--- src/rtl/idle_pkg.sv ---
package idle_pkg;
    localparam int STATE_W = 3;
    localparam int SRC_W   = 2;
    localparam int ARG_W   = 3;

    typedef enum logic [STATE_W-1:0] {
        ST_C0  = 3'd0,
        ST_C1  = 3'd1,
        ST_C1E = 3'd2,
        ST_C3  = 3'd3,
        ST_C6  = 3'd4
    } cstate_e;

    typedef enum logic [SRC_W-1:0] {
        SRC_WAIT   = 2'd0,
        SRC_HALT   = 2'd1,
        SRC_LEGACY = 2'd2,
        SRC_RSVD   = 2'd3
    } src_e;
endpackage

--- src/rtl/idle_req_decode.sv ---
module idle_req_decode
    import idle_pkg::*;
(
    input  logic             req_valid,
    input  logic [SRC_W-1:0] req_src,
    input  logic [ARG_W-1:0] req_arg,
    input  logic             redirect_en,
    output logic             idle_go,
    output cstate_e          idle_target,
    output logic             fwd_req
);
    always_comb begin
        idle_go     = 1'b0;
        idle_target = ST_C1;
        fwd_req     = 1'b0;
        if (req_valid) begin
            unique case (src_e'(req_src))
                SRC_WAIT: begin
                    idle_go = 1'b1;
                    // unsupported hints fall back to C1
                    unique case (req_arg)
                        3'd3:    idle_target = ST_C3;
                        3'd4:    idle_target = ST_C6;
                        default: idle_target = ST_C1;
                    endcase
                end
                SRC_HALT: begin
                    idle_go     = 1'b1;
                    idle_target = ST_C1;
                end
                SRC_LEGACY: begin
                    if (redirect_en) begin
                        idle_go     = 1'b1;
                        idle_target = req_arg[0] ? ST_C6 : ST_C3;
                    end else begin
                        fwd_req = 1'b1;
                    end
                end
                default: ;
            endcase
        end
    end
endmodule

--- src/rtl/idle_thread_fsm.sv ---
module idle_thread_fsm
    import idle_pkg::*;
(
    input  logic    clk,
    input  logic    rst_n,
    input  logic    wake,
    input  logic    idle_go,
    input  cstate_e idle_target,
    input  logic    fwd_req,
    output cstate_e state_o,
    output logic    fwd_o
);
    typedef struct packed {
        cstate_e st;
        logic    fwd;
    } thr_t;

    thr_t thr_d, thr_q;

    always_comb begin
        thr_d     = thr_q;
        thr_d.fwd = fwd_req;
        if (wake) begin
            thr_d.st = ST_C0;
        end else if (thr_q.st == ST_C0 && idle_go) begin
            thr_d.st = idle_target;
        end
    end

    always_ff @(posedge clk or negedge rst_n) begin
        if (!rst_n) begin
            thr_q <= '{st: ST_C0, fwd: 1'b0};
        end else begin
            thr_q <= thr_d;
        end
    end

    assign state_o = thr_q.st;
    assign fwd_o   = thr_q.fwd;


    thr_no_idle_hop_chk: assert property (@(posedge clk) disable iff (!rst_n)
        (state_o != ST_C0) |=> ($stable(state_o) || state_o == ST_C0));

    thr_wake_chk: assert property (@(posedge clk) disable iff (!rst_n)
        wake |=> (state_o == ST_C0));

    thr_never_c1e_chk: assert property (@(posedge clk) disable iff (!rst_n)
        state_o != ST_C1E);

    thr_fwd_keeps_state_chk: assert property (@(posedge clk) disable iff (!rst_n)
        (fwd_req && !idle_go && !wake) |=> (fwd_o && $stable(state_o)));
endmodule

--- src/rtl/idle_core_resolve.sv ---
module idle_core_resolve
    import idle_pkg::*;
#(
    parameter int NUM_THREADS = 2
) (
    input  logic                           clk,
    input  logic                           rst_n,
    input  logic [NUM_THREADS*STATE_W-1:0] thread_states,
    input  logic                           c1e_en,
    input  logic                           others_deep,
    output cstate_e                        core_o
);
    typedef struct packed {
        cstate_e st;
    } core_t;

    core_t                core_d, core_q;
    logic [STATE_W-1:0]   shallow;
    logic                 any_c0;
    cstate_e              resolved;

    always_comb begin
        shallow = STATE_W'(ST_C6);
        any_c0  = 1'b0;
        for (int i = 0; i < NUM_THREADS; i++) begin
            if (thread_states[i*STATE_W +: STATE_W] < shallow)
                shallow = thread_states[i*STATE_W +: STATE_W];
            if (thread_states[i*STATE_W +: STATE_W] == STATE_W'(ST_C0))
                any_c0 = 1'b1;
        end
        resolved = cstate_e'(shallow);
        if (resolved == ST_C1 && c1e_en && others_deep)
            resolved = ST_C1E;

        core_d = core_q;
        if (core_q.st == ST_C0 || resolved == ST_C0)
            core_d.st = resolved;
    end

    always_ff @(posedge clk or negedge rst_n) begin
        if (!rst_n) begin
            core_q <= '{st: ST_C0};
        end else begin
            core_q <= core_d;
        end
    end

    assign core_o = core_q.st;


    core_follows_c0_chk: assert property (@(posedge clk) disable iff (!rst_n)
        any_c0 |=> (core_o == ST_C0));

    core_no_idle_hop_chk: assert property (@(posedge clk) disable iff (!rst_n)
        (core_o != ST_C0 && !any_c0) |=> $stable(core_o));

    core_c1e_entry_chk: assert property (@(posedge clk) disable iff (!rst_n)
        (core_o == ST_C0 && !(c1e_en && others_deep)) |=> (core_o != ST_C1E));
endmodule

--- src/rtl/idle_coord.sv ---
module idle_coord
    import idle_pkg::*;
#(
    parameter int NUM_THREADS = 2
) (
    input  logic                           clk,
    input  logic                           rst_n,
    input  logic [NUM_THREADS-1:0]         req_valid_i,
    input  logic [NUM_THREADS*SRC_W-1:0]   req_src_i,
    input  logic [NUM_THREADS*ARG_W-1:0]   req_arg_i,
    input  logic [NUM_THREADS-1:0]         wake_i,
    input  logic                           redirect_en_i,
    input  logic                           c1e_en_i,
    input  logic                           others_deep_i,
    output logic [NUM_THREADS*STATE_W-1:0] thread_state_o,
    output logic [STATE_W-1:0]             core_state_o,
    output logic [NUM_THREADS-1:0]         io_fwd_o
);
    cstate_e core_st;

    for (genvar t = 0; t < NUM_THREADS; t++) begin : g_thr
        logic    go, fwd;
        cstate_e tgt, st;

        idle_req_decode u_dec (
            .req_valid   (req_valid_i[t]),
            .req_src     (req_src_i[t*SRC_W +: SRC_W]),
            .req_arg     (req_arg_i[t*ARG_W +: ARG_W]),
            .redirect_en (redirect_en_i),
            .idle_go     (go),
            .idle_target (tgt),
            .fwd_req     (fwd)
        );

        idle_thread_fsm u_fsm (
            .clk         (clk),
            .rst_n       (rst_n),
            .wake        (wake_i[t]),
            .idle_go     (go),
            .idle_target (tgt),
            .fwd_req     (fwd),
            .state_o     (st),
            .fwd_o       (io_fwd_o[t])
        );

        assign thread_state_o[t*STATE_W +: STATE_W] = st;
    end

    idle_core_resolve #(.NUM_THREADS(NUM_THREADS)) u_core (
        .clk           (clk),
        .rst_n         (rst_n),
        .thread_states (thread_state_o),
        .c1e_en        (c1e_en_i),
        .others_deep   (others_deep_i),
        .core_o        (core_st)
    );

    assign core_state_o = core_st;


    redirect_no_fwd_chk: assert property (@(posedge clk) disable iff (!rst_n)
        (|io_fwd_o) |-> !$past(redirect_en_i));
endmodule

--- config.mk ---
export PLATFORM = sky130hd
export DESIGN_NAME = idle_coord
export DESIGN_NICKNAME = d
export VERILOG_FILES = /design/src/rtl/idle_pkg.sv /design/src/rtl/idle_req_decode.sv /design/src/rtl/idle_thread_fsm.sv /design/src/rtl/idle_core_resolve.sv /design/src/rtl/idle_coord.sv
export SDC_FILE = /design/constraint.sdc
export NUM_CORES = 1
export LEC_CHECK = 0
export BUFFER_PORTS_ARGS = -buffer_cell sky130_fd_sc_hd__buf_2
export CORE_MARGIN = 4
export CORE_UTILIZATION = 45
export DETAILED_ROUTE_END_ITERATION = 6
export GPL_TIMING_DRIVEN = 0
export PLACE_DENSITY = 0.83
export SYNTH_ARGS = -nofsm -noshare
export SYNTH_HDL_FRONTEND = slang
export SYNTH_SLANG_ARGS = --single-unit
--- constraint.sdc ---
create_clock -name clk -period 1.9 [get_ports clk]
set_input_delay 0.19 -clock clk [delete_from_list [all_inputs] [get_ports clk]]
set_output_delay 0.19 -clock clk [all_outputs]
set_load 0.05 [all_outputs]
* Word-level counts from Yosys, hierarchy flattened
Cells that the tools add are included.
Storage, ports and cells: flip-flop bits (word level) 11, input bits 19, output and inout port bits 11
Cells by class: $lt $le $gt $ge 2, equality and inequality tests 9, multiplexer cells 27, reductions and logical operators 15
Operators with widths (count):
- $mux W3 | 13
- $pmux W3 S2 | 4
- $logic_not A3 Y1 | 4
- $mux W1 | 8
- $eq A3 B2 Y1 const B | 2
- $eq A3 B3 Y1 const B | 2
- $eq A2 B1 Y1 const B | 2
- $eq A2 B2 Y1 const B | 2
- $logic_and A1 B1 Y1 | 4
- $logic_not A2 Y1 | 2
- $pmux W1 S2 | 2
- $reduce_bool A2 Y1 | 2
- $reduce_or A2 Y1 | 2
- $eq A3 B1 Y1 const B | 1
- $lt A3 B3 Y1 | 1
- $lt A3 B3 Y1 const B | 1
- $logic_or A1 B1 Y1 | 1

* Longest topological paths before layout
Gate-level depths: netlist of run 1.
depth after elaboration 10, mapped depth 7, mapped depth without buffers 7

* Cells and area by module
A second synthesis of run 1 with hierarchy kept.
Second synthesis, totals: cells, all modules 80, area total of the unflattened synthesis 765.7 µm²
Modules (own cells, without submodules):
- idle_thread_fsm | times used 2, cells an instance 13, area each 160.2 µm², sequential area each 100.1 µm²
- idle_core_resolve | times used 1, cells an instance 32, area each 287.8 µm², sequential area each 75.1 µm²
- idle_req_decode | times used 2, cells an instance 11, area each 78.8 µm², sequential area each 0.0 µm²

* Worst setup path before layout of run 1
Ideal clock, no wire load.
path kind register -> register, start register g_thr[0].u_fsm.thr_q (netlist bit g_thr[0].u_fsm.state_o[2]), end register u_core.core_q (netlist bit u_core.core_o[1]), library setup time 122 ps, arrival 1910 ps, path slack -132 ps, cell stages (with the launch flop) 7, path buffers 0, clock period less this slack 2032 ps, cells stage by stage dfrtp_1 > nand2b_1 > ha_1 > a211o_1 > a32oi_1 > a21boi_1 > o22a_1
Between the ends: longest elaborated chain between the ends 10
RTL lines:
- from (decl) | RTL line idle_thread_fsm.sv:18 | thr_t thr_d, thr_q;
- from (signal assigned) | RTL line idle_thread_fsm.sv:32 | thr_q <= '{st: ST_C0, fwd: 1'b0};
- from (signal assigned) | RTL line idle_thread_fsm.sv:34 | thr_q <= thr_d;
- $lt A3 B3 Y1 | RTL line idle_core_resolve.sv:26 | if (thread_states[i*STATE_W +: STATE_W] < shallow)
- $mux W3 (*) | RTL line idle_core_resolve.sv:26
- $lt A3 B3 Y1 | RTL line idle_core_resolve.sv:26
- $mux W3 (*) | RTL line idle_core_resolve.sv:26
- $eq A3 B1 Y1 | RTL line idle_core_resolve.sv:32 | if (resolved == ST_C1 && c1e_en && others_deep)
- $logic_and A1 B1 Y1 (2 in a row) | RTL line idle_core_resolve.sv:32
- $mux W3 (*) | RTL line idle_core_resolve.sv:32
- $logic_not A3 Y1 | RTL line idle_core_resolve.sv:36 | if (core_q.st == ST_C0 || resolved == ST_C0)
- $logic_or A1 B1 Y1 | RTL line idle_core_resolve.sv:36
- to (signal assigned) | RTL line idle_core_resolve.sv:42 | core_q <= '{st: ST_C0};
- to (signal assigned) | RTL line idle_core_resolve.sv:44 | core_q <= core_d;
- to (decl) | RTL line idle_core_resolve.sv:17 | core_t core_d, core_q;
Mark *: on every way between the ends. The rest lies on a longest branch, timed or not. A chain may end at the register's enable or synchronous reset.

* Worst setup path in the final report of run 1
Same ends and word-level chain as after synthesis.

==> metrics.md, run 1 <==
| Metric | Value |
|---|---|
| Pre-CTS setup slack | 0.0251 ns |
| Synth warnings | 0 |
| Antenna Nets Post-Route | 0 |
| Bufs on Longest Clock Path | 2 |
| Io pins | 30 |
| Setup TNS | 0 ns |
| CTS tree | yes |
| Final setup viols | 0 |
| Drt drc | 0 |
| Largest net degree at the start of global routing | 12 |
| Worst vdd ir | 0.285 mV |
| Synth top area cells | dfrtp_1 40%, nand2b_1 6.3%, nor2_1 6.0% |
| Fin nets | 136 |
| RSZ-0062 raised after global routing | false |
| Via density | 5.61 |
| Sequential area share after synthesis | 39.7% |
| Clk root buf | clkbuf_4 |
| Starting DRT DRC Count | 14 |
| Setup Skew | 0.00381 ns |
| WL/cell | 13.5 µm |
| Post-Syn Instances | 77 |
| # H-tree levels | 1 |
| Crit. End Element | flip-flop |
| Pre-antenna DRT Iters | 4 |
| Crit path DAT | 1.93 ns |
| # rows | 13 |
| LEAKAGE | 0.468 nW |
| Post-route setup slack | 0.122 ns |
| IO Port Bufs | 29 |
| Fin crit share | 93.6% |
| Vias in the first global route | 665 |
| Ant. Diodes | 0 |
| Worst-Margin Slew | 0.292 ns |
| Minimum clock period | 1.78 ns |
| Non-Filler Instances | 128 |
| Syn Nets | 99 |
| Max Freq | 562 MHz |
| Global-route wire length before repair | 2820 µm |
| # fillers | 131 |
| Worst skew pair latency | 0.26 ns |
| Pwr Density | 580 mW/mm² |
| Crit start category | flip-flop |
| CP Max Fanout | 4 |
| Final Util | 67.7% |
| Slew Limit Fails | 0 |
| CTS buffer count | 3 |
| Clk sink count | 11 |
| Post-synth top area share | 39.7% |
| Worst-path clk slew | 0.07 ns |
| Post-synth top area cell | dfrtp_1 |
| Starting Density | 50.1% |
| DR vias | 718 |
| Gpl congestion | 0.798 |
| CP Class | reg2reg |
| GRT Total Usage | 18.6% |
| Flops & latches, synth | 11 |
| Die height | 47.2 µm |
| Critical path required time | 2.05 ns |
| Final HPWL DP | 1390 µm |
| Core ar. | 0.00138 mm² |
| MaxCap Viol Count | 0 |
| DP Cell Count | 121 |
| Chip width | 47.2 µm |
| Final hold violation count | 0 |
| Initial antenna violation count | 0 |
| Layout cells sized above 1 | 37.2% |
| Area grow syn2layout | 35.0% |
| Final WL | 1720 µm |
| Syn_area_per_cell | 9.00 µm² |
| DIE AREA | 0.00223 mm² |
| Pwr Total | 0.542 mW |
| Hold Path Class | in2reg |
| Status | completed |
| Slew headroom | 80.3% |
| Total grt overflow | 0 |
| Distinct cells, synth | 29 |
| Mapped Area | 693 µm² |
per-stage QoR:
stage,cell area [µm²],hold WS [ns]
floorplan,703,-0.106
detailed placement,867,0.0698
global placement,867,0.0665
global route,936,0.0994
finish,936,0.0964
CTS,908,0.0927
synth_stat cells, drive strengths merged:
cell type and n:
dfrtp 11, nor2 11, a21oi 8, nand2b 7, a31oi 4, inv 4
o21ai 4, ha 3, nor3 3, buf 2, nand2 2, nor4b 2
a211o 1, a21boi 1, a22oi 1, a32oi 1, and4bb 1, nand3 1
nand3b 1, nand4bb 1, nor2b 1, nor3b 1, nor4 1, nor4bb 1
o211ai 1, o22a 1, or4b 1, or4bb 1
layout make-up:
cell class | count | area, µm² | share of cell area (%)
clock buffer | 4 | 26.3 | 2.81
buffer | 2 | 15.0 | 1.60
inverter | 4 | 15.0 | 1.60
multi-input combinational | 60 | 413 | 44.1
timing repair buffer | 32 | 170 | 18.2
tap | 15 | 18.8 | 2.01
sequential | 11 | 278 | 29.7
sequential cells by signal, indices dropped and copies added (netlist names):
name / flops
g_thr.u_fsm.state_o: 6
g_thr.u_fsm.fwd_o: 2
u_core.core_o: 3
placed cells by master, fill, tap and decap left out, drive strengths merged:
master	netlist	final
nand3	1	1
a211o	1	1
a21oi	8	8
nor2b	1	1
and4bb	1	1
a31oi	4	4
o211ai	1	1
ha	3	3
nor4b	2	2
dfrtp	11	11
a22oi	1	1
clkbuf	0	4
or4b	1	1
inv	4	4
nor3b	1	1
o22a	1	1
nor4bb	1	1
nand4bb	1	1
nand2	2	2
nor2	11	11
nand2b	7	7
nor3	3	3
o21ai	4	4
a21boi	1	1
nand3b	1	1
buf	2	33
a32oi	1	1
nor4	1	1
dlygate4sd3	0	1
or4bb	1	1
final timing paths:
path                                             endpoint                      start  cells after the start  slack, ns
worst max-delay path                     u_core.core_o[1]  g_thr[0].u_fsm.state_o[2]                      6       0.12
worst min-delay path            g_thr[0].u_fsm.state_o[1]                  wake_i[0]                      2        0.1
worst max register to register           u_core.core_o[1]  g_thr[0].u_fsm.state_o[2]                      6       0.12
worst min register to register           u_core.core_o[1]           u_core.core_o[1]                      1       0.51
max in group asynchronous       g_thr[0].u_fsm.state_o[1]                      rst_n                      2       1.33
min in group asynchronous            g_thr[0].u_fsm.fwd_o                      rst_n                      2       0.34
layer usage:
| metal | part of all wire, % | track usage [%] | routed length [µm] | vias up |
|---|---|---|---|---|
| met2 | 52 | 34.0 | 902 | 19 |
| li1 | - | - | - | 360 |
| met4 | 1.3 | 7.73 | 22 | 0 |
| met3 | 5.0 | 5.36 | 87 | 2 |
| met5 | 0 | 0 | 0 | - |
| met1 | 41 | 19.5 | 710 | 337 |
power by group:
group	internal, mW	switching, mW
registers	0.242	0.00965
logic	0.0527	0.0779
clock network	0.0811	0.0795
worst max-delay path, cell delays in order, from the launching register on:
cell and delay (ns):
dfrtp_2 0.42, nand2b_1 0.20, ha_4 0.24, a211o_1 0.26, a32oi_2 0.24, nand2b_1 0.10, o22a_1 0.20
logic make-up after synthesis:
logic type                 after synthesis  share of synthesized area [%]
AOI/OAI and AO/OA                       22                           19.9
adders and majority gates                3                           5.42
buffers and inverters                    6                           4.33
DFF                                     11                           39.7
and+or+nand+nor                         35                           30.7
repair_timing:
action | CTS | global route
hold endpoints to repair | 11 | 0
hold buffers | 1 | 0
buffers inserted | 0 | 2
setup endpoints to repair | 1 | 2
pin swaps | 0 | 1
gates resized for setup | 1 | 1
(Power assumes the default switching activity.)
==> run 2, diff against run 1 <==
CORE_UTILIZATION = 49   (was 45)
MAX_ROUTING_LAYER = met4   (was default)
PLACE_DENSITY = 0.89   (was 0.83)
clock period = 2.2 ns   (was 1.9 ns; I/O delays follow)
==> metrics.md, run 2 (synthesis gave the netlist of run 1 again) <==
| Metric | Value |
|---|---|
| CP Cell Sequence | nand2b_1 -> ha_1 -> a211o_1 -> a32oi_1 -> a21boi_1 -> o22a_1 |
| Clk sink count | 11 (unchanged) |
| Layout cells sized above 1 | 32.4% (-4.7 points) |
| Pre-CTS setup slack | 0.233 ns (+0.208 ns) |
| Minimum clock period | 1.98 ns (+0.201 ns) |
| RSZ-0062 raised after global routing | false |
| Metal3 WL | 77 µm (-11%) |
| Final setup viols | 0 (unchanged) |
| Starting Density | 52.6% (+2.5 points) |
| CP Max Fanout | 7 (+3) |
| Starting DRT DRC Count | 18 (+4) |
| Die height | 45.6 µm (-3.5%) |
| Total grt overflow | 0 (unchanged) |
| Worst skew pair latency | 0.28 ns (+0.02 ns) |
| GRT Total Usage | 20.2% (+1.6 points) |
| Antenna Nets Post-Route | 0 (unchanged) |
| Largest net degree at the start of global routing | 12 (unchanged) |
| Critical path required time | 2.36 ns (+0.31 ns) |
| Status | completed |
| Max Freq | 505 MHz (-10%) |
| Slew headroom | 75.1% (-5.2 points) |
| DR top layer | met4 |
| CP peak stage delay | 0.44 ns (+0.02 ns) |
| Hold Path Depth | 2 (unchanged) |
| Crit path DAT | 2.14 ns (+0.21 ns) |
| CTS buffer count | 3 (unchanged) |
| Fin crit share | 90.0% (-3.6 points) |
| Crit start category | flip-flop |
| Area grow syn2layout | 29.1% |
| Non-Filler Instances | 126 (-1.6%) |
| Final hold violation count | 0 (unchanged) |
| Slew Limit Fails | 0 (unchanged) |
| R2R Path Start | g_thr[0].u_fsm.state_o[2] |
| Post-CTS Hold Fix Bufs | 1 (unchanged) |
| Min-delay src | wake_i[0] |
| WHS Endpoint | g_thr[0].u_fsm.state_o[2] |
| Drt drc | 0 (unchanged) |
| CP Depth | 6 (unchanged) |
| Ant. Diodes | 0 (unchanged) |
| Gpl congestion | 0.824 (+3.2%) |
| Post-route setup slack | 0.220 ns (+0.0988 ns) |
| Hold Path Class | in2reg |
| CP max stage cell | dfrtp_1 |
| Bufs on Longest Clock Path | 2 (unchanged) |
| WL/cell | 13.3 µm (-0.89%) |
| Most frequent cells in the layout | 29 x buf_2, 11 x nor2_1, 11 x dfrtp_1, 7 x nand2b_1, 7 x a21oi_1 |
| CTS tree | yes |
| Io pins | 30 (unchanged) |
| Setup Skew | 0.00791 ns (+0.00410 ns) |
| Chip width | 45.6 µm (-3.5%) |
| Critical path's top delay family | compound AO/OA/AOI/OAI gates |
| Worst vdd ir | 0.315 mV (+11%) |
| Clk root buf | clkbuf_4 |
| Max reg flops | 6 (unchanged) |
| Global-route wire length before repair | 2930 µm (+4.2%) |
| LEAKAGE | 0.461 nW (-1.4%) |
| DR WL met2 | 828 µm (-8.2%) |
| Vias in the first global route | 694 (+4.4%) |
| Worst-Margin Slew | 0.374 ns (+0.0814 ns) |
| Post-CTS Resized | 0 (-1) |
| Worst-path clk slew | 0.08 ns (about the same) |
| IO Port Bufs | 29 (unchanged) |
| Final WL | 1680 µm (-2.4%) |
| Wl on met1 | 730 µm (+2.8%) |
| MaxCap Viol Count | 0 (unchanged) |
| DR vias | 695 (-3.2%) |
| Fin nets | 134 (-1.5%) |
| Reg2reg path depth | 6 (unchanged) |
| Pre-antenna DRT Iters | 4 (unchanged) |
| Initial antenna violation count | 0 (unchanged) |
| Final HPWL DP | 1360 µm (-2.1%) |
| Crit. End Element | flip-flop |
| # rows | 13 (unchanged) |
| Core ar. | 0.00132 mm² (-4.7%) |
| Post-CTS setup buffer count | 0 (unchanged) |
| DIE AREA | 0.00208 mm² (-6.8%) |
| Final Util | 67.9% (+0.21 points) |
| Setup TNS | 0 ns (unchanged) |
| Pwr Total | 0.468 mW (-14%) |
| Flop2flop setup slack | 0.22 ns (+0.10 ns) |
| Pwr Density | 523 mW/mm² (-9.8%) |
| CP Class | reg2reg |
| Commonest non-fill, non-tap cell in the layout | buf_2 |
| CP Buf/Inv Count | 0 (unchanged) |
| Crit Reg-Reg Endpoint | u_core.core_o[1] |
| Via density | 5.52 (-1.7%) |
| DP Cell Count | 121 (unchanged) |
| # H-tree levels | 1 (unchanged) |
-- run 2: worst max path at each step --
stage                        to                       from  slack (ns)
3_5_place_dp   u_core.core_o[1]  g_thr[0].u_fsm.state_o[2]        0.23
4_1_cts        u_core.core_o[1]  g_thr[0].u_fsm.state_o[2]        0.21
3_3_place_gp   u_core.core_o[1]  g_thr[0].u_fsm.state_o[2]        0.29
5_1_grt        u_core.core_o[0]  g_thr[0].u_fsm.state_o[2]        0.06
6_report       u_core.core_o[1]  g_thr[0].u_fsm.state_o[2]        0.22
2_1_floorplan  u_core.core_o[1]  g_thr[0].u_fsm.state_o[2]        0.17
-- run 2: cell type report --
cell class,count,area [µm²]
Buffer,2,15.0
Clock buffer,3,22.5
Clock inverter,1,5.00
Multi-Input combinational cell,60,388
Tap cell,15,18.8
Sequential cell,11,275
Inverter,4,15.0
Fill cell,112,423
Timing Repair Buffer,30,155
-- run 2: metrics by stage --
step | instance area (µm²) | hold WS, ns
finish | 895 | 0.111
global route | 895 | 0.114
CTS | 895 | 0.106
detailed placement | 857 | 0.0999
global placement | 857 | 0.0966
floorplan | 693 | -0.0756
-- run 2: where the power goes --
group | internal [mW] | switching [mW] | leakage [nW]
sequential | 0.209 | 0.00787 | 0.151
combinational | 0.0432 | 0.0660 | 0.293
clock | 0.0675 | 0.0746 | 0.0177
-- run 2: per-layer routing --
metal  vias up  global-route usage [%]
met5         -                       -
met4         0                    10.5
met3         5                    1.19
met2        19                    33.1
met1       317                    24.6
li1        354                       -
-- run 2: worst register-to-register path, stage by stage (launching register included) --
cell and delay, ns:
dfrtp_1 0.44, nand2b_1 0.20, ha_1 0.31, a211o_1 0.26, a32oi_1 0.31, a21boi_1 0.14
o22a_1 0.20
==> run 3, diff against run 2 <==
CELL_PAD_IN_SITES_DETAIL_PLACEMENT = 1   (was default)
CELL_PAD_IN_SITES_GLOBAL_PLACEMENT = 2   (was default)
CORE_UTILIZATION = 27   (was 49)
PLACE_DENSITY = 0.87   (was 0.89)
==> metrics.md, run 3 (synthesis gave the netlist of run 1 again) <==
| Metric | Value |
|---|---|
| Final setup viols | 0 (unchanged) |
| Setup TNS | 0 ns (unchanged) |
| Crit path DAT | 2.16 ns (+0.02 ns) |
| # H-tree levels | 1 (unchanged) |
| Die height | 58.7 µm (+29%) |
| CP Cell Sequence | nand2b_1 -> ha_1 -> a211o_1 -> a32oi_1 -> a21boi_1 -> o22a_1 |
| Non-Filler Instances | 141 (+12%) |
| Status | completed |
| DR vias | 723 (+4.0%) |
| Reg2reg path depth | 6 (unchanged) |
| Final WL | 1810 µm (+7.7%) |
| WL/cell | 12.8 µm (-3.8%) |
| CP Max Fanout | 7 (unchanged) |
| R2R Path Start | g_thr[0].u_fsm.state_o[2] |
| GRT Total Usage | 12.3% (-7.9 points) |
| Gpl congestion | 0.681 (-17%) |
| Starting Density | 28.2% (-24 points) |
| Post-route setup slack | 0.195 ns (-0.0255 ns) |
| # rows | 18 (+5) |
| Final hold violation count | 0 (unchanged) |
| Max Freq | 499 MHz (-1.3%) |
| LEAKAGE | 0.459 nW (-0.59%) |
| Pwr Density | 502 mW/mm² (-4.0%) |
| CTS tree | yes |
| Hold Path Depth | 2 (unchanged) |
| Setup Skew | 0.000286 ns (-0.00762 ns) |
| Largest net degree at the start of global routing | 12 (unchanged) |
| Most frequent cells in the layout | 29 x buf_2, 11 x nor2_1, 11 x dfrtp_1, 7 x nand2b_1, 7 x a21oi_1 |
| Ant. Diodes | 0 (unchanged) |
| Vias in the first global route | 784 (+13%) |
| CTS buffer count | 3 (unchanged) |
| Crit. End Element | flip-flop |
| Initial antenna violation count | 0 (unchanged) |
| CP peak stage delay | 0.44 ns (about the same) |
| Commonest non-fill, non-tap cell in the layout | buf_2 |
| Antenna Nets Post-Route | 0 (unchanged) |
| CP max stage cell | dfrtp_1 |
| Global-route wire length before repair | 3240 µm (+10%) |
| Worst vdd ir | 0.266 mV (-16%) |
| Post-CTS setup buffer count | 0 (unchanged) |
| IO Port Bufs | 29 (unchanged) |
| RSZ-0062 raised after global routing | false |
| Worst-Margin Slew | 0.405 ns (+0.0311 ns) |
| DIE AREA | 0.00344 mm² (+65%) |
| CP Class | reg2reg |
| Area grow syn2layout | 31.6% |
| Clk root buf | clkbuf_4 |
| Fin crit share | 91.1% (+1.2 points) |
| Fin nets | 134 (unchanged) |
| Crit Reg-Reg Endpoint | u_core.core_o[1] |
| Critical path required time | 2.35 ns (about the same) |
| MaxCap Viol Count | 0 (unchanged) |
| Starting DRT DRC Count | 11 (-7) |
| Min-delay src | wake_i[0] |
| Layout cells sized above 1 | 31.5% (-0.90 points) |
| Final HPWL DP | 1560 µm (+15%) |
| Clk sink count | 11 (unchanged) |
| Pwr Total | 0.458 mW (-2.1%) |
| Flop2flop setup slack | 0.19 ns (-0.03 ns) |
| Total grt overflow | 0 (unchanged) |
| Minimum clock period | 2.01 ns (+0.0255 ns) |
| Bufs on Longest Clock Path | 2 (unchanged) |
| Drt drc | 0 (unchanged) |
| Pre-antenna DRT Iters | 4 (unchanged) |
| WHS Endpoint | g_thr[0].u_fsm.state_o[2] |
| Io pins | 30 (unchanged) |
| Hold Path Class | in2reg |
| Max reg flops | 6 (unchanged) |
| Worst-path clk slew | 0.07 ns (about the same) |
| Core ar. | 0.00245 mm² (+86%) |
| Slew headroom | 73.0% (-2.1 points) |
| Worst skew pair latency | 0.26 ns (-0.02 ns) |
| Pre-CTS setup slack | 0.171 ns (-0.0616 ns) |
| DP Cell Count | 136 (+12%) |
| Chip width | 58.7 µm (+29%) |
| Slew Limit Fails | 0 (unchanged) |
| Crit start category | flip-flop |
| Post-CTS Resized | 0 (unchanged) |
| Via density | 5.13 (-7.0%) |
| Final Util | 37.2% (-31 points) |
==> run 3: how the worst max path moves through the flow <==
stage	start	endpoint	slack [ns]	cells past startpoint
6_report	g_thr[0].u_fsm.state_o[2]	u_core.core_o[1]	0.19	6
5_1_grt	g_thr[0].u_fsm.state_o[2]	u_core.core_o[1]	0.04	6
4_1_cts	g_thr[0].u_fsm.state_o[2]	u_core.core_o[1]	0.16	6
3_5_place_dp	g_thr[0].u_fsm.state_o[2]	u_core.core_o[1]	0.17	6
3_3_place_gp	g_thr[0].u_fsm.state_o[2]	u_core.core_o[1]	0.24	6
2_1_floorplan	g_thr[0].u_fsm.state_o[2]	u_core.core_o[1]	0.17	6
==> run 3: area by class of cell <==
class	instances	area, µm²
Buffer	2	15.0
Tap cell	30	37.5
Sequential cell	11	275
Inverter	4	15.0
Multi-Input combinational cell	60	388
Timing Repair Buffer	30	155
Fill cell	321	1540
Clock buffer	4	26.3
==> run 3: per-stage QoR <==
| stage | hold slack (ns) | area [µm²] |
|---|---|---|
| floorplan | -0.0756 | 693 |
| global placement | 0.106 | 876 |
| detailed placement | 0.106 | 876 |
| CTS | 0.129 | 912 |
| global route | 0.128 | 912 |
| finish | 0.137 | 912 |
==> run 3: where the power goes <==
part | switching, mW | internal, mW | leakage [nW] | total, mW
Combinational | 0.0656 | 0.0432 | 0.293 | 0.109
Clock | 0.0623 | 0.0700 | 0.0150 | 0.132
Sequential | 0.00818 | 0.209 | 0.151 | 0.217
Total | 0.136 | 0.322 | 0.459 | 0.458
==> run 3: critical path: cells and delay by family (launching register included) <==
kind            cells  cell delay, ns
simple gates        1            0.21
flops               1            0.44
fa+ha+maj           1            0.32
compound gates      4            0.92
==> run 3: metal layers <==
metal  global-route usage, %  up-vias  wire (µm)
li1                        -      357          -
met1                    14.5      341        753
met2                    21.1       23        927
met3                    1.10        2        105
met4                    5.83        0         24
met5                       -        -          0
==> run 3: repair_timing <==
| item | 4_1_cts | 5_1_grt |
|---|---|---|
| hold buffers | 1 | 0 |
| endpoints found under the hold margin | 11 | 0 |
| setup endpoints to repair | 0 | 0 |
